--- config.mk ---
export PLATFORM = sky130hd
export DESIGN_NAME = irq_aggregator
export DESIGN_NICKNAME = d
export VERILOG_FILES = /design/src/rtl/irqagg_pkg.sv /design/src/rtl/irqagg_wired_capture.sv /design/src/rtl/irqagg_decode.sv /design/src/rtl/irqagg_cause_bank.sv /design/src/rtl/irq_aggregator.sv
export SDC_FILE = /design/constraint.sdc
export NUM_CORES = 1
export LEC_CHECK = 0
export BUFFER_PORTS_ARGS = -buffer_cell sky130_fd_sc_hd__buf_2
export CELL_PAD_IN_SITES_DETAIL_PLACEMENT = 1
export CELL_PAD_IN_SITES_GLOBAL_PLACEMENT = 2
export CORE_ASPECT_RATIO = 0.6
export CORE_UTILIZATION = 30
export DETAILED_ROUTE_END_ITERATION = 7
export PLACE_DENSITY = 0.69
export SLEW_MARGIN = 20
export SYNTH_ARGS = -nofsm -noshare
export SYNTH_HDL_FRONTEND = slang
export SYNTH_SLANG_ARGS = --single-unit
--- constraint.sdc ---
create_clock -name clk -period 8.35 [get_ports clk]
set_clock_uncertainty 0.2 [all_clocks]
set_input_delay 0.4175 -clock clk [delete_from_list [all_inputs] [get_ports clk]]
set_output_delay 0.4175 -clock clk [all_outputs]
set_load 0.005 [all_outputs]
--- src/rtl/irqagg_pkg.sv ---
package irqagg_pkg;

    localparam int SRC_COUNT    = 64;
    localparam int BANK_W       = 32;
    localparam int BANK_COUNT   = SRC_COUNT / BANK_W;
    localparam int WIRED_COUNT  = 21;
    localparam int ADDR_W       = 8;
    localparam int DATA_W       = 32;
    localparam int BANK_STRIDE  = 4;
    localparam int SRC_IDX_W    = $clog2(SRC_COUNT);
    localparam int BANK_IDX_W   = (BANK_COUNT > 1) ? $clog2(BANK_COUNT) : 1;

    localparam logic [ADDR_W-1:0] OFS_CAUSE_BASE = 8'h00;
    localparam logic [ADDR_W-1:0] OFS_MASK_BASE  = 8'h20;
    localparam logic [ADDR_W-1:0] OFS_DOORBELL   = 8'h30;

    typedef enum logic [1:0] {
        SEL_NONE,
        SEL_CAUSE,
        SEL_MASK,
        SEL_DOORBELL
    } reg_sel_e;

    typedef struct packed {
        reg_sel_e                sel;
        logic [BANK_IDX_W-1:0]   bank;
    } addr_dec_t;

    typedef struct packed {
        logic [SRC_COUNT-1:0]    clr;
        logic [SRC_COUNT-1:0]    msg_set;
        logic [BANK_COUNT-1:0]   mask_we;
        logic [BANK_W-1:0]       mask_wdata;
    } wr_cmd_t;

    function automatic addr_dec_t decode_addr(input logic [ADDR_W-1:0] a);
        addr_dec_t r;
        r.sel  = SEL_NONE;
        r.bank = '0;
        if (a == OFS_DOORBELL) begin
            r.sel = SEL_DOORBELL;
        end
        for (int b = 0; b < BANK_COUNT; b++) begin
            if (a == OFS_CAUSE_BASE + ADDR_W'(b * BANK_STRIDE)) begin
                r.sel  = SEL_CAUSE;
                r.bank = BANK_IDX_W'(b);
            end
            if (a == OFS_MASK_BASE + ADDR_W'(b * BANK_STRIDE)) begin
                r.sel  = SEL_MASK;
                r.bank = BANK_IDX_W'(b);
            end
        end
        return r;
    endfunction

    function automatic logic msg_in_range(input logic [DATA_W-1:0] d);
        return (d >= DATA_W'(WIRED_COUNT)) && (d < DATA_W'(SRC_COUNT));
    endfunction

endpackage

--- src/rtl/irqagg_wired_capture.sv ---
module irqagg_wired_capture
    import irqagg_pkg::*;
(
    input  logic                   clk,
    input  logic                   rst,
    input  logic [WIRED_COUNT-1:0] wired_lvl,
    output logic [SRC_COUNT-1:0]   wired_set
);

    logic [WIRED_COUNT-1:0] lvl_q;

    always_ff @(posedge clk) begin
        if (rst) begin
            lvl_q <= '0;
        end else begin
            lvl_q <= wired_lvl;
        end
    end

    always_comb begin
        wired_set = '0;
        wired_set[WIRED_COUNT-1:0] = lvl_q;
    end

    // a captured level tracks the input one clock later
    p_capture_follows_r3: assert property (@(posedge clk) disable iff (rst)
        wired_set[WIRED_COUNT-1:0] == $past(wired_lvl));

endmodule

--- src/rtl/irqagg_decode.sv ---
module irqagg_decode
    import irqagg_pkg::*;
(
    input  logic                  clk,
    input  logic                  rst,
    input  logic                  wr_en,
    input  logic [ADDR_W-1:0]     addr,
    input  logic [DATA_W-1:0]     wdata,
    input  logic [SRC_COUNT-1:0]  cause_all,
    input  logic [SRC_COUNT-1:0]  mask_all,
    output wr_cmd_t               cmd,
    output logic [DATA_W-1:0]     rdata
);

    addr_dec_t dec;

    always_comb begin
        dec = decode_addr(addr);
        cmd = '0;
        if (wr_en) begin
            unique case (dec.sel)
                SEL_CAUSE: cmd.clr[dec.bank*BANK_W +: BANK_W] = wdata[BANK_W-1:0];
                SEL_MASK: begin
                    cmd.mask_we[dec.bank] = 1'b1;
                    cmd.mask_wdata        = wdata[BANK_W-1:0];
                end
                SEL_DOORBELL: begin
                    if (msg_in_range(wdata)) begin
                        cmd.msg_set[wdata[SRC_IDX_W-1:0]] = 1'b1;
                    end
                end
                default: ;
            endcase
        end
    end

    always_comb begin
        rdata = '0;
        unique case (dec.sel)
            SEL_CAUSE: rdata = DATA_W'(cause_all[dec.bank*BANK_W +: BANK_W]);
            SEL_MASK:  rdata = DATA_W'(mask_all[dec.bank*BANK_W +: BANK_W]);
            default:   rdata = '0;
        endcase
    end

    // one doorbell write raises at most one source
    p_doorbell_single_r4: assert property (@(posedge clk) disable iff (rst)
        $onehot0(cmd.msg_set));

    // the doorbell never reaches a wired source
    p_doorbell_not_wired_r4: assert property (@(posedge clk) disable iff (rst)
        cmd.msg_set[WIRED_COUNT-1:0] == '0);

    // without a write strobe no register is touched
    p_idle_no_cmd_r9: assert property (@(posedge clk) disable iff (rst)
        !wr_en |-> (cmd.clr == '0 && cmd.msg_set == '0 && cmd.mask_we == '0));

endmodule

--- src/rtl/irqagg_cause_bank.sv ---
module irqagg_cause_bank
    import irqagg_pkg::*;
(
    input  logic              clk,
    input  logic              rst,
    input  logic [BANK_W-1:0] set_vec,
    input  logic [BANK_W-1:0] clr_vec,
    input  logic              mask_we,
    input  logic [BANK_W-1:0] mask_wdata,
    output logic [BANK_W-1:0] cause_q,
    output logic [BANK_W-1:0] mask_q,
    output logic              pend
);

    always_ff @(posedge clk) begin
        if (rst) begin
            cause_q <= '0;
        end else begin
            cause_q <= (cause_q & ~clr_vec) | set_vec;
        end
    end

    always_ff @(posedge clk) begin
        if (rst) begin
            mask_q <= '1;
        end else if (mask_we) begin
            mask_q <= mask_wdata;
        end
    end

    assign pend = |(cause_q & ~mask_q);

    // a set request always lands, even against a clear
    p_set_wins_r6: assert property (@(posedge clk) disable iff (rst)
        (cause_q & $past(set_vec)) == $past(set_vec));

    // a cleared bit with no set request reads 0
    p_w1c_clears_r5: assert property (@(posedge clk) disable iff (rst)
        (cause_q & $past(clr_vec) & ~$past(set_vec)) == '0);

    // a pending bit not cleared stays pending
    p_sticky_r5: assert property (@(posedge clk) disable iff (rst)
        (($past(cause_q) & ~$past(clr_vec)) & ~cause_q) == '0);

    // a mask value is only changed by its own write
    p_mask_hold_r7: assert property (@(posedge clk) disable iff (rst)
        !$past(mask_we) |-> $stable(mask_q));

endmodule

--- src/rtl/irq_aggregator.sv ---
module irq_aggregator
    import irqagg_pkg::*;
(
    input  logic                   clk,
    input  logic                   rst,
    input  logic [WIRED_COUNT-1:0] wired_lvl,
    input  logic                   reg_wr,
    input  logic [ADDR_W-1:0]      reg_addr,
    input  logic [DATA_W-1:0]      reg_wdata,
    output logic [DATA_W-1:0]      reg_rdata,
    output logic                   irq_out
);

    wr_cmd_t                cmd;
    logic [SRC_COUNT-1:0]   wired_set;
    logic [SRC_COUNT-1:0]   set_all;
    logic [SRC_COUNT-1:0]   cause_all;
    logic [SRC_COUNT-1:0]   mask_all;
    logic [BANK_COUNT-1:0]  bank_pend;
    logic                   irq_q;

    irqagg_wired_capture u_capture (
        .clk       (clk),
        .rst       (rst),
        .wired_lvl (wired_lvl),
        .wired_set (wired_set)
    );

    irqagg_decode u_decode (
        .clk       (clk),
        .rst       (rst),
        .wr_en     (reg_wr),
        .addr      (reg_addr),
        .wdata     (reg_wdata),
        .cause_all (cause_all),
        .mask_all  (mask_all),
        .cmd       (cmd),
        .rdata     (reg_rdata)
    );

    assign set_all = wired_set | cmd.msg_set;

    for (genvar b = 0; b < BANK_COUNT; b++) begin : g_bank
        irqagg_cause_bank u_bank (
            .clk        (clk),
            .rst        (rst),
            .set_vec    (set_all[b*BANK_W +: BANK_W]),
            .clr_vec    (cmd.clr[b*BANK_W +: BANK_W]),
            .mask_we    (cmd.mask_we[b]),
            .mask_wdata (cmd.mask_wdata),
            .cause_q    (cause_all[b*BANK_W +: BANK_W]),
            .mask_q     (mask_all[b*BANK_W +: BANK_W]),
            .pend       (bank_pend[b])
        );
    end

    always_ff @(posedge clk) begin
        if (rst) begin
            irq_q <= 1'b0;
        end else begin
            irq_q <= |bank_pend;
        end
    end

    assign irq_out = irq_q;

    // output follows unmasked pending state with one clock of delay
    p_irq_latency_r8: assert property (@(posedge clk) disable iff (rst)
        irq_out == $past(|(cause_all & ~mask_all)));

    // the first cycle after reset shows the reset state
    p_reset_state_r1: assert property (@(posedge clk) disable iff (rst)
        $past(rst) |-> (mask_all == '1 && cause_all == '0 && !irq_out));

endmodule

==> results of run 1 <==
metal layers:
layer | vias up | track usage, %
li1 | 2913 | -
met1 | 3214 | 34.3
met2 | 196 | 31.7
met3 | 25 | 5.68
met4 | 2 | 6.25
met5 | - | 0
final cells by class:
cell class | count | area share (%)
clock buffers | 23 | 5.75
clock inverters | 8 | 1.99
inverters | 56 | 2.48
multi-input cells | 528 | 41.5
flip-flops and latches | 150 | 35.4
well taps | 308 | 4.54
repair buffers | 120 | 8.33
what timing repair did:
item                                    4_1_cts  5_1_grt
hold endpoints to repair                     16        1
endpoints found under the setup margin        0        0
hold buffers                                 16        1
through the flow:
stage               instance area [µm²]  setup WS, ns
detailed placement                 7660          4.38
global placement                   7650          4.53
floorplan                          6960          5.11
global route                       8490          4.46
finish                             8490          4.59
CTS                                8480          4.63
registers in the layout (all words and copies together), names as in the netlist:
| name | flops |
|---|---|
| g_bank.u_bank.mask_q | 64 |
| u_capture.lvl_q | 21 |
| irq_out | 1 |
| g_bank.u_bank.cause_q | 64 |
worst paths after layout:
path | start | to | slack (ns) | cells past startpoint
max | reg_addr[1] | reg_rdata[5] | 4.59 | 9
min | wired_lvl[8] | u_capture.lvl_q[8] | 0.02 | 2
max reg2reg | g_bank[0].u_bank.mask_q[27] | irq_out | 5.36 | 5
min reg2reg | u_capture.lvl_q[1] | g_bank[0].u_bank.cause_q[1] | 0.24 | 2
power by group through the flow:
stage	logic (mW)	clock network, mW	registers (mW)
floorplan	0.0423	0	0.750
global placement	0.0818	0	0.754
detailed placement	0.0840	0	0.755
CTS	0.0903	0.891	0.739
global route	0.0989	0.924	0.740
finish	0.0906	0.875	0.739
critical path: cells and delay by family:
kind	cells	cell delay, ns
multiplexers	1	0.45
buffers and inverters	3	0.85
AND/OR/NAND/NOR	4	1.15
adder cells (fa/ha/maj)	1	0.19
logic make-up (layout without fill, tap and decap cells):
group	after synthesis	after routing
AND/OR/NAND/NOR	359	359
flip-flops	150	150
multiplexers	57	57
buffers and inverters	106	207
AO/OA/AOI/OAI	109	109
adder cells (fa/ha/maj)	3	3
placed cells by master, fill, tap and decap left out, drive strengths merged:
master,instances
a2111oi,3
nor3,6
a32o,16
or2,1
nand2,134
a221oi,6
a21oi,21
mux2i,25
inv,56
dfxtp,150
nor2,36
dlygate4sd3,17
or3,1
nor4,9
nand3b,2
mux4,32
or4,2
and3,2
ha,3
nand2b,12
o2111ai,3
o31a,1
nor4b,1
o311a,1
nand4,3
clkbuf,23
nand3,91
o21ai,27
and2,33
buf,103
o22ai,17
o211ai,13
clkinv,3
bufinv,5
nor2b,26
o21a,1
==> out/metrics.sh, run 1 <==
STATUS='finished clean'
AREA_GROWTH_SYN_TO_LAYOUT_PCT=22.0
SYN_INST=784
GPL.FINAL_WEIGHTED_CONGESTION=0.829
GRT_START_MAX_NET_PINS=109
SYNTH_FP_NETS=851
CP_SLOWEST_CELL='buf_4'
POSTLAYOUTCOREUTIL_PCT=37.9
LAYOUT-DRIVE-GT1-SHARE_PCT=19.4
SLOWEST_DELAY_NS=0.62
LAYOUT_WORST_PATH_CYCLE_SHARE_PCT=45.0
IOPINCOUNT=97
ROWS=42
FIN_CRIT_NS=3.76
SYNTH-ADDER-AREA-SHARE_PCT=0.539
ROUTED-WL-MET2_UM=10500
HOLD_SLACK_NS=0.0160
HOLDCRITPATHCLASS='input pin to flop'
CTS.REPAIR.RESIZED=0
INSERTEDDIODECOUNT=0
SEQ_AREA_UM2=3000
SWSHARE_PCT=22.2
CTS.SINKS=150
FMAXACHIEVABLE_GHz=0.266
WORST_SETUP_PATH_END_KIND='output pin'
WORSTSKEWPAIRLATENCY_NS=0.44
AVGVIACOUNTPERCELL=5.32
FRACTION_OF_SYNTHESIS_FLOPS_USING_AN_ASYNCHRONOUS_SET_OR_RESET_PIN_PCT=0
DP_HPWL_UM=17900
CTS_SETUP_BUFFERS=0
YS_FF_LATCH=150
ANTENNA_VIOLATIONS_BEFORE_REPAIR=1
SYNTH.MOST_COMMON_CELL='dfxtp_1'
POST_SYNTH_AND_OR_NAND_NOR_AREA_FRACTION_PCT=25.1
CELLPOWERDENSITY_nW_PER_UM2=201
VDD_DROP_MAX_mV=0.117
POSTSYNTH.TOPFLOPCELL='dfxtp_1'
SWITCHINGPOWER_uW=378
INITIAL_CORE_UTIL_PCT=31.1
MAX_SLEW.WORST_PIN.SLEW_NS=1.20
DESIGN.DIE.AREA_UM2=23800
CRIT_TYPE='input pin to output pin'
NETLIST_TOP_CELLS_COUNT='dfxtp_1 (150), nand2_1 (134), nand3_1 (90)'
DETAIL_ROUTE.WIRELENGTH.MET1_UM=13400
DRT_WL_TOTAL_UM=25800
SYNTH_SEQUENTIAL_AREA_RATIO_PCT=43.2
DIE_H_UM=120
SHARE_COMB_OF_TOTAL_POWER_PCT=5.3
ANT_NETS=0
DETAIL_ROUTE.WL_PER_CELL_UM=21.7
LEAKAGE_nW=3.27
FINAL_HOLD_VIOL_COUNT=0
PATH_COMMON_CELL='buf_2'
MAXCAPVIOLCOUNT=0
MUXSHAREOFSYNTHAREA_PCT=14.1
ROUTE.VIAS.TOTAL=6350
SYN_AREA_UM2=6960
SYNTH_XOR_XNOR_AREA_SHARE_PCT=0
CTS.CLK_SLEW.WORST_PATHS_NS=0.06
WORSTPATHCELLLIST='buf_2 -> or4_4 -> nor2_1 -> and3_1 -> ha_2 -> buf_4 -> mux4_2 -> and2_1 -> buf_2'
DP_CELLS=1145
TIMING.SETUP.TNS_NS=0
DRT_ITER0_DRC=449
DRC_ERRORS=0
DR_TOP_LAYER='met5'
P_INT_mW=1.33
PLACE.PORT_BUFFERS=96
GRT_PASS1_WL_UM=39500
AREA_OCCUPIED_BY_MULTI_INPUT_GATES_UM2=3530
NFILLCELLS=2603
CP_DATA_REQUIRED_TIME_NS=7.73
YOSYS.AREA.TOP_TYPE_SHARE_PCT=43.2
COUNT_OF_SYNTHESIS_STAGE_WARNINGS_FROM_YOSYS=0
DIE_WIDTH_UM=199
TIMING.CRITICAL_PATH.ARRIVAL_NS=3.14
MET3_LENGTH_UM=1670
GRT-OVFL-TOTAL=0
SYNTH_EDF_COUNT=0
H-TREE-DEPTH=4
GRT_PASS1_VIAS=6387
CLOCK_POWER_SHARE_PCT=51.3
START_KIND='input pin'
SEQUENTIALPOWERSHARE_PCT=43.3
SYNTH_COMPOUND_GATE_AREA_SHARE_PCT=10.6
TRITONCTS.NUM_BUFFERS=17
COREAREA_UM2=22400
SYNTH_TOP_FAMILY_BY_AREA='simple AND/OR/NAND/NOR gates'
TRITONCTS='built'
STDCELL_COUNT=1193
SYNTH.AVG_CELL_AREA_UM2=8.87
MAXSLEWHEADROOM_PCT=18.1
WORSTPATHMAXFANOUT=65
FINALMAXSLEWVIOLATIONS=0
DETAIL_ROUTE.FIRST_PASS.ITERATIONS=6
CTS.PATH.MAX_BUFFERS=2
POST_LAYOUT_TOTAL_POWER_mW=1.70
NETLIST_TOP_CELLS_AREA='dfxtp_1 (43%), mux4_2 (9.4%), nand2_1 (7.2%), nand3_1 (6.5%), mux2i_1 (3.6%)'
FINAL_NET_COUNT=940
RSZ0062_AT_GRT='false'
SETUP-VIOLATIONS-FINAL=0
CLK_ROOT_BUFFER_CELL='clkbuf_16'
POST-SYNTH-TOP-AREA-CELL='dfxtp_1'
POST_SYNTH_NUM_CELL_TYPES=42
GLOBALROUTETOTALUTIL_PCT=22.8
Power figures use the tool's default switching activity.
==> run 2, diff against run 1 <==
--- a/config.mk
+++ b/config.mk
@@ -11,7 +11,7 @@
 export CORE_ASPECT_RATIO = 0.6
 export CORE_UTILIZATION = 30
 export DETAILED_ROUTE_END_ITERATION = 7
-export PLACE_DENSITY = 0.69
+export PLACE_DENSITY = 0.71
 export SLEW_MARGIN = 20
 export SYNTH_ARGS = -nofsm -noshare
 export SYNTH_HDL_FRONTEND = slang
==> constraint.sdc (replaced) <==
create_clock -name clk -period 3.42 [get_ports clk]
set_clock_uncertainty 0.2 [all_clocks]
set_input_delay 0.171 -clock clk [delete_from_list [all_inputs] [get_ports clk]]
set_output_delay 0.171 -clock clk [all_outputs]
set_load 0.005 [all_outputs]
==> out/metrics.sh, run 2 (synthesis results as in run 1) <==
STATUS='finished clean'
HOLDCRITPATHCLASS='input pin to flop'
FIN_CRIT_NS=2.92
CTS.SINKS=150
LARGEST_REGISTERS='g_bank.u_bank.cause_q (64), g_bank.u_bank.mask_q (64), u_capture.lvl_q (21)'
TIMING.SETUP.TNS_NS=0
WORSTPATHCELLLIST='buf_2 -> or4_4 -> nor2_1 -> and3_1 -> ha_2 -> buf_12 -> mux4_2 -> and2_1 -> buf_2'
AREA_OCCUPIED_BY_MULTI_INPUT_GATES_UM2=3520
CP_SLOWEST_CELL='or4_4'
DESIGN.DIE.AREA_UM2=23800
DRC_ERRORS=0
DRT_ITER0_DRC=431
ROWS=42
TRITONCTS='built'
INITIAL_CORE_UTIL_PCT=31.1
LAYOUT_WORST_PATH_CYCLE_SHARE_PCT=85.4
DETAIL_ROUTE.WIRELENGTH.MET1_UM=14000
IOPINCOUNT=97
MOST-COMMON-LAYOUT-CELLS='dfxtp_1 (150), nand2_1 (134), buf_2 (96), nand3_1 (90), inv_1 (55)'
SEQ_AREA_UM2=3000
PATH_BUF_INV=3
AVGVIACOUNTPERCELL=5.19
CP_DATA_REQUIRED_TIME_NS=3.05
WORSTPATHMAXFANOUT=65
DRT_WL_TOTAL_UM=26200
DIE_H_UM=120
GRT_PASS1_VIAS=6303
GRT_START_MAX_NET_PINS=69
MAXCAPVIOLCOUNT=0
DP_HPWL_UM=17800
CTS.CLK_SLEW.WORST_PATHS_NS=0.06
AREA_GROWTH_SYN_TO_LAYOUT_PCT=28.4
SETUP-VIOLATIONS-FINAL=0
CRIT_TYPE='input pin to output pin'
FMAXACHIEVABLE_GHz=0.343
MOST_FREQUENT_STANDARD_CELL_IN_THE_LAYOUT_EXCLUDING_FILL_AND_TAP_CELLS='dfxtp_1'
DETAIL_ROUTE.WL_PER_CELL_UM=21.2
POSTLAYOUTSETUPSLACKWORST_NS=0.500
ROUTE.VIAS.TOTAL=6412
SLOWEST_DELAY_NS=0.58
PATH_COMMON_CELL='buf_2'
FINAL_NET_COUNT=982
START_KIND='input pin'
ANTENNA_VIOLATIONS_BEFORE_REPAIR=0
LAYOUT-DRIVE-GT1-SHARE_PCT=19.3
PLACE.PORT_BUFFERS=96
MET3_LENGTH_UM=1750
VDD_DROP_MAX_mV=0.289
GLOBALROUTETOTALUTIL_PCT=23.1
CTS.REPAIR.RESIZED=0
TIMING.CRITICAL_PATH.MAX_DELAY_FAMILY='simple AND/OR/NAND/NOR gates'
CLK_ROOT_BUFFER_CELL='clkbuf_16'
GPL.FINAL_WEIGHTED_CONGESTION=0.811
POST-PLACE-WS_NS=0.412
INSERTEDDIODECOUNT=0
LEAKAGE_nW=3.45
ROUTED-WL-MET2_UM=10200
GRT-OVFL-TOTAL=0
NFILLCELLS=2657
CELLPOWERDENSITY_nW_PER_UM2=463
DETAIL_ROUTE.FIRST_PASS.ITERATIONS=5
TIMING.CRITICAL_PATH.ARRIVAL_NS=2.55
RSZ0062_AT_GRT='false'
TRITONCTS.NUM_BUFFERS=17
FINALMAXSLEWVIOLATIONS=0
MAX_SLEW.WORST_PIN.SLEW_NS=0.846
DR_TOP_LAYER='met4'
ANT_NETS=0
FINAL_HOLD_VIOL_COUNT=0
GRT_PASS1_WL_UM=40200
DIE_WIDTH_UM=199
COREAREA_UM2=22400
MAXSLEWHEADROOM_PCT=43.6
WORST_SETUP_PATH_END_KIND='output pin'
WORSTSKEWPAIRLATENCY_NS=0.43
CTS.PATH.MAX_BUFFERS=2
H-TREE-DEPTH=4
run 2: worst paths after layout:
kind	start	endpoint	slack (ns)	cells past startpoint
max	reg_addr[1]	reg_rdata[14]	0.50	9
min	rst	g_bank[0].u_bank.cause_q[1]	0.007	2
max reg2reg	g_bank[0].u_bank.mask_q[27]	irq_out	0.96	6
min reg2reg	u_capture.lvl_q[4]	g_bank[0].u_bank.cause_q[4]	0.24	2
run 2: cell type report:
cell class	count	share of cell area, %
Inverter	56	2.35
Multi-Input combinational cell	528	39.4
Clock inverter	12	1.96
Clock buffer	20	5.22
Sequential cell	150	33.6
Timing Repair Buffer	162	13.1
Tap cell	308	4.31
run 2: through the flow:
step	utilization, %	cells	area (µm²)	power (mW)	hold slack, ns
finish	39.9	1236	8930	4.14	0.00732
global route	39.9	1236	8930	4.28	0.0415
CTS	39.9	1236	8930	4.17	0.0103
detailed placement	34.7	1151	7760	2.05	0.186
global placement	34.7	1151	7760	2.05	0.186
floorplan	-	784	6960	1.93	0.0992
run 2: worst register-to-register path: cells and delay by family (launching register included):
family	cells	cell delay, ns
flops	1	0.35
compound gates	3	1.18
buf+inv	1	0.22
simple gates	2	0.37
run 2: repair_timing:
item,CTS,global route
endpoints found under the setup margin,0,0
hold buffers,53,0
hold endpoints to repair,148,0
buffers inserted,0,0
run 2: report_power, final:
| group | internal (mW) | switching [mW] |
|---|---|---|
| Sequential | 1.78 | 0.0234 |
| Clock | 1.28 | 0.802 |
| Combinational | 0.120 | 0.136 |
| Total | 3.18 | 0.961 |
run 2: layer usage:
metal | track usage (%) | vias to the layer above
met5 | 0 | -
met4 | 4.95 | 0
met3 | 6.10 | 20
met2 | 30.8 | 183
met1 | 36.1 | 3200
li1 | - | 3009
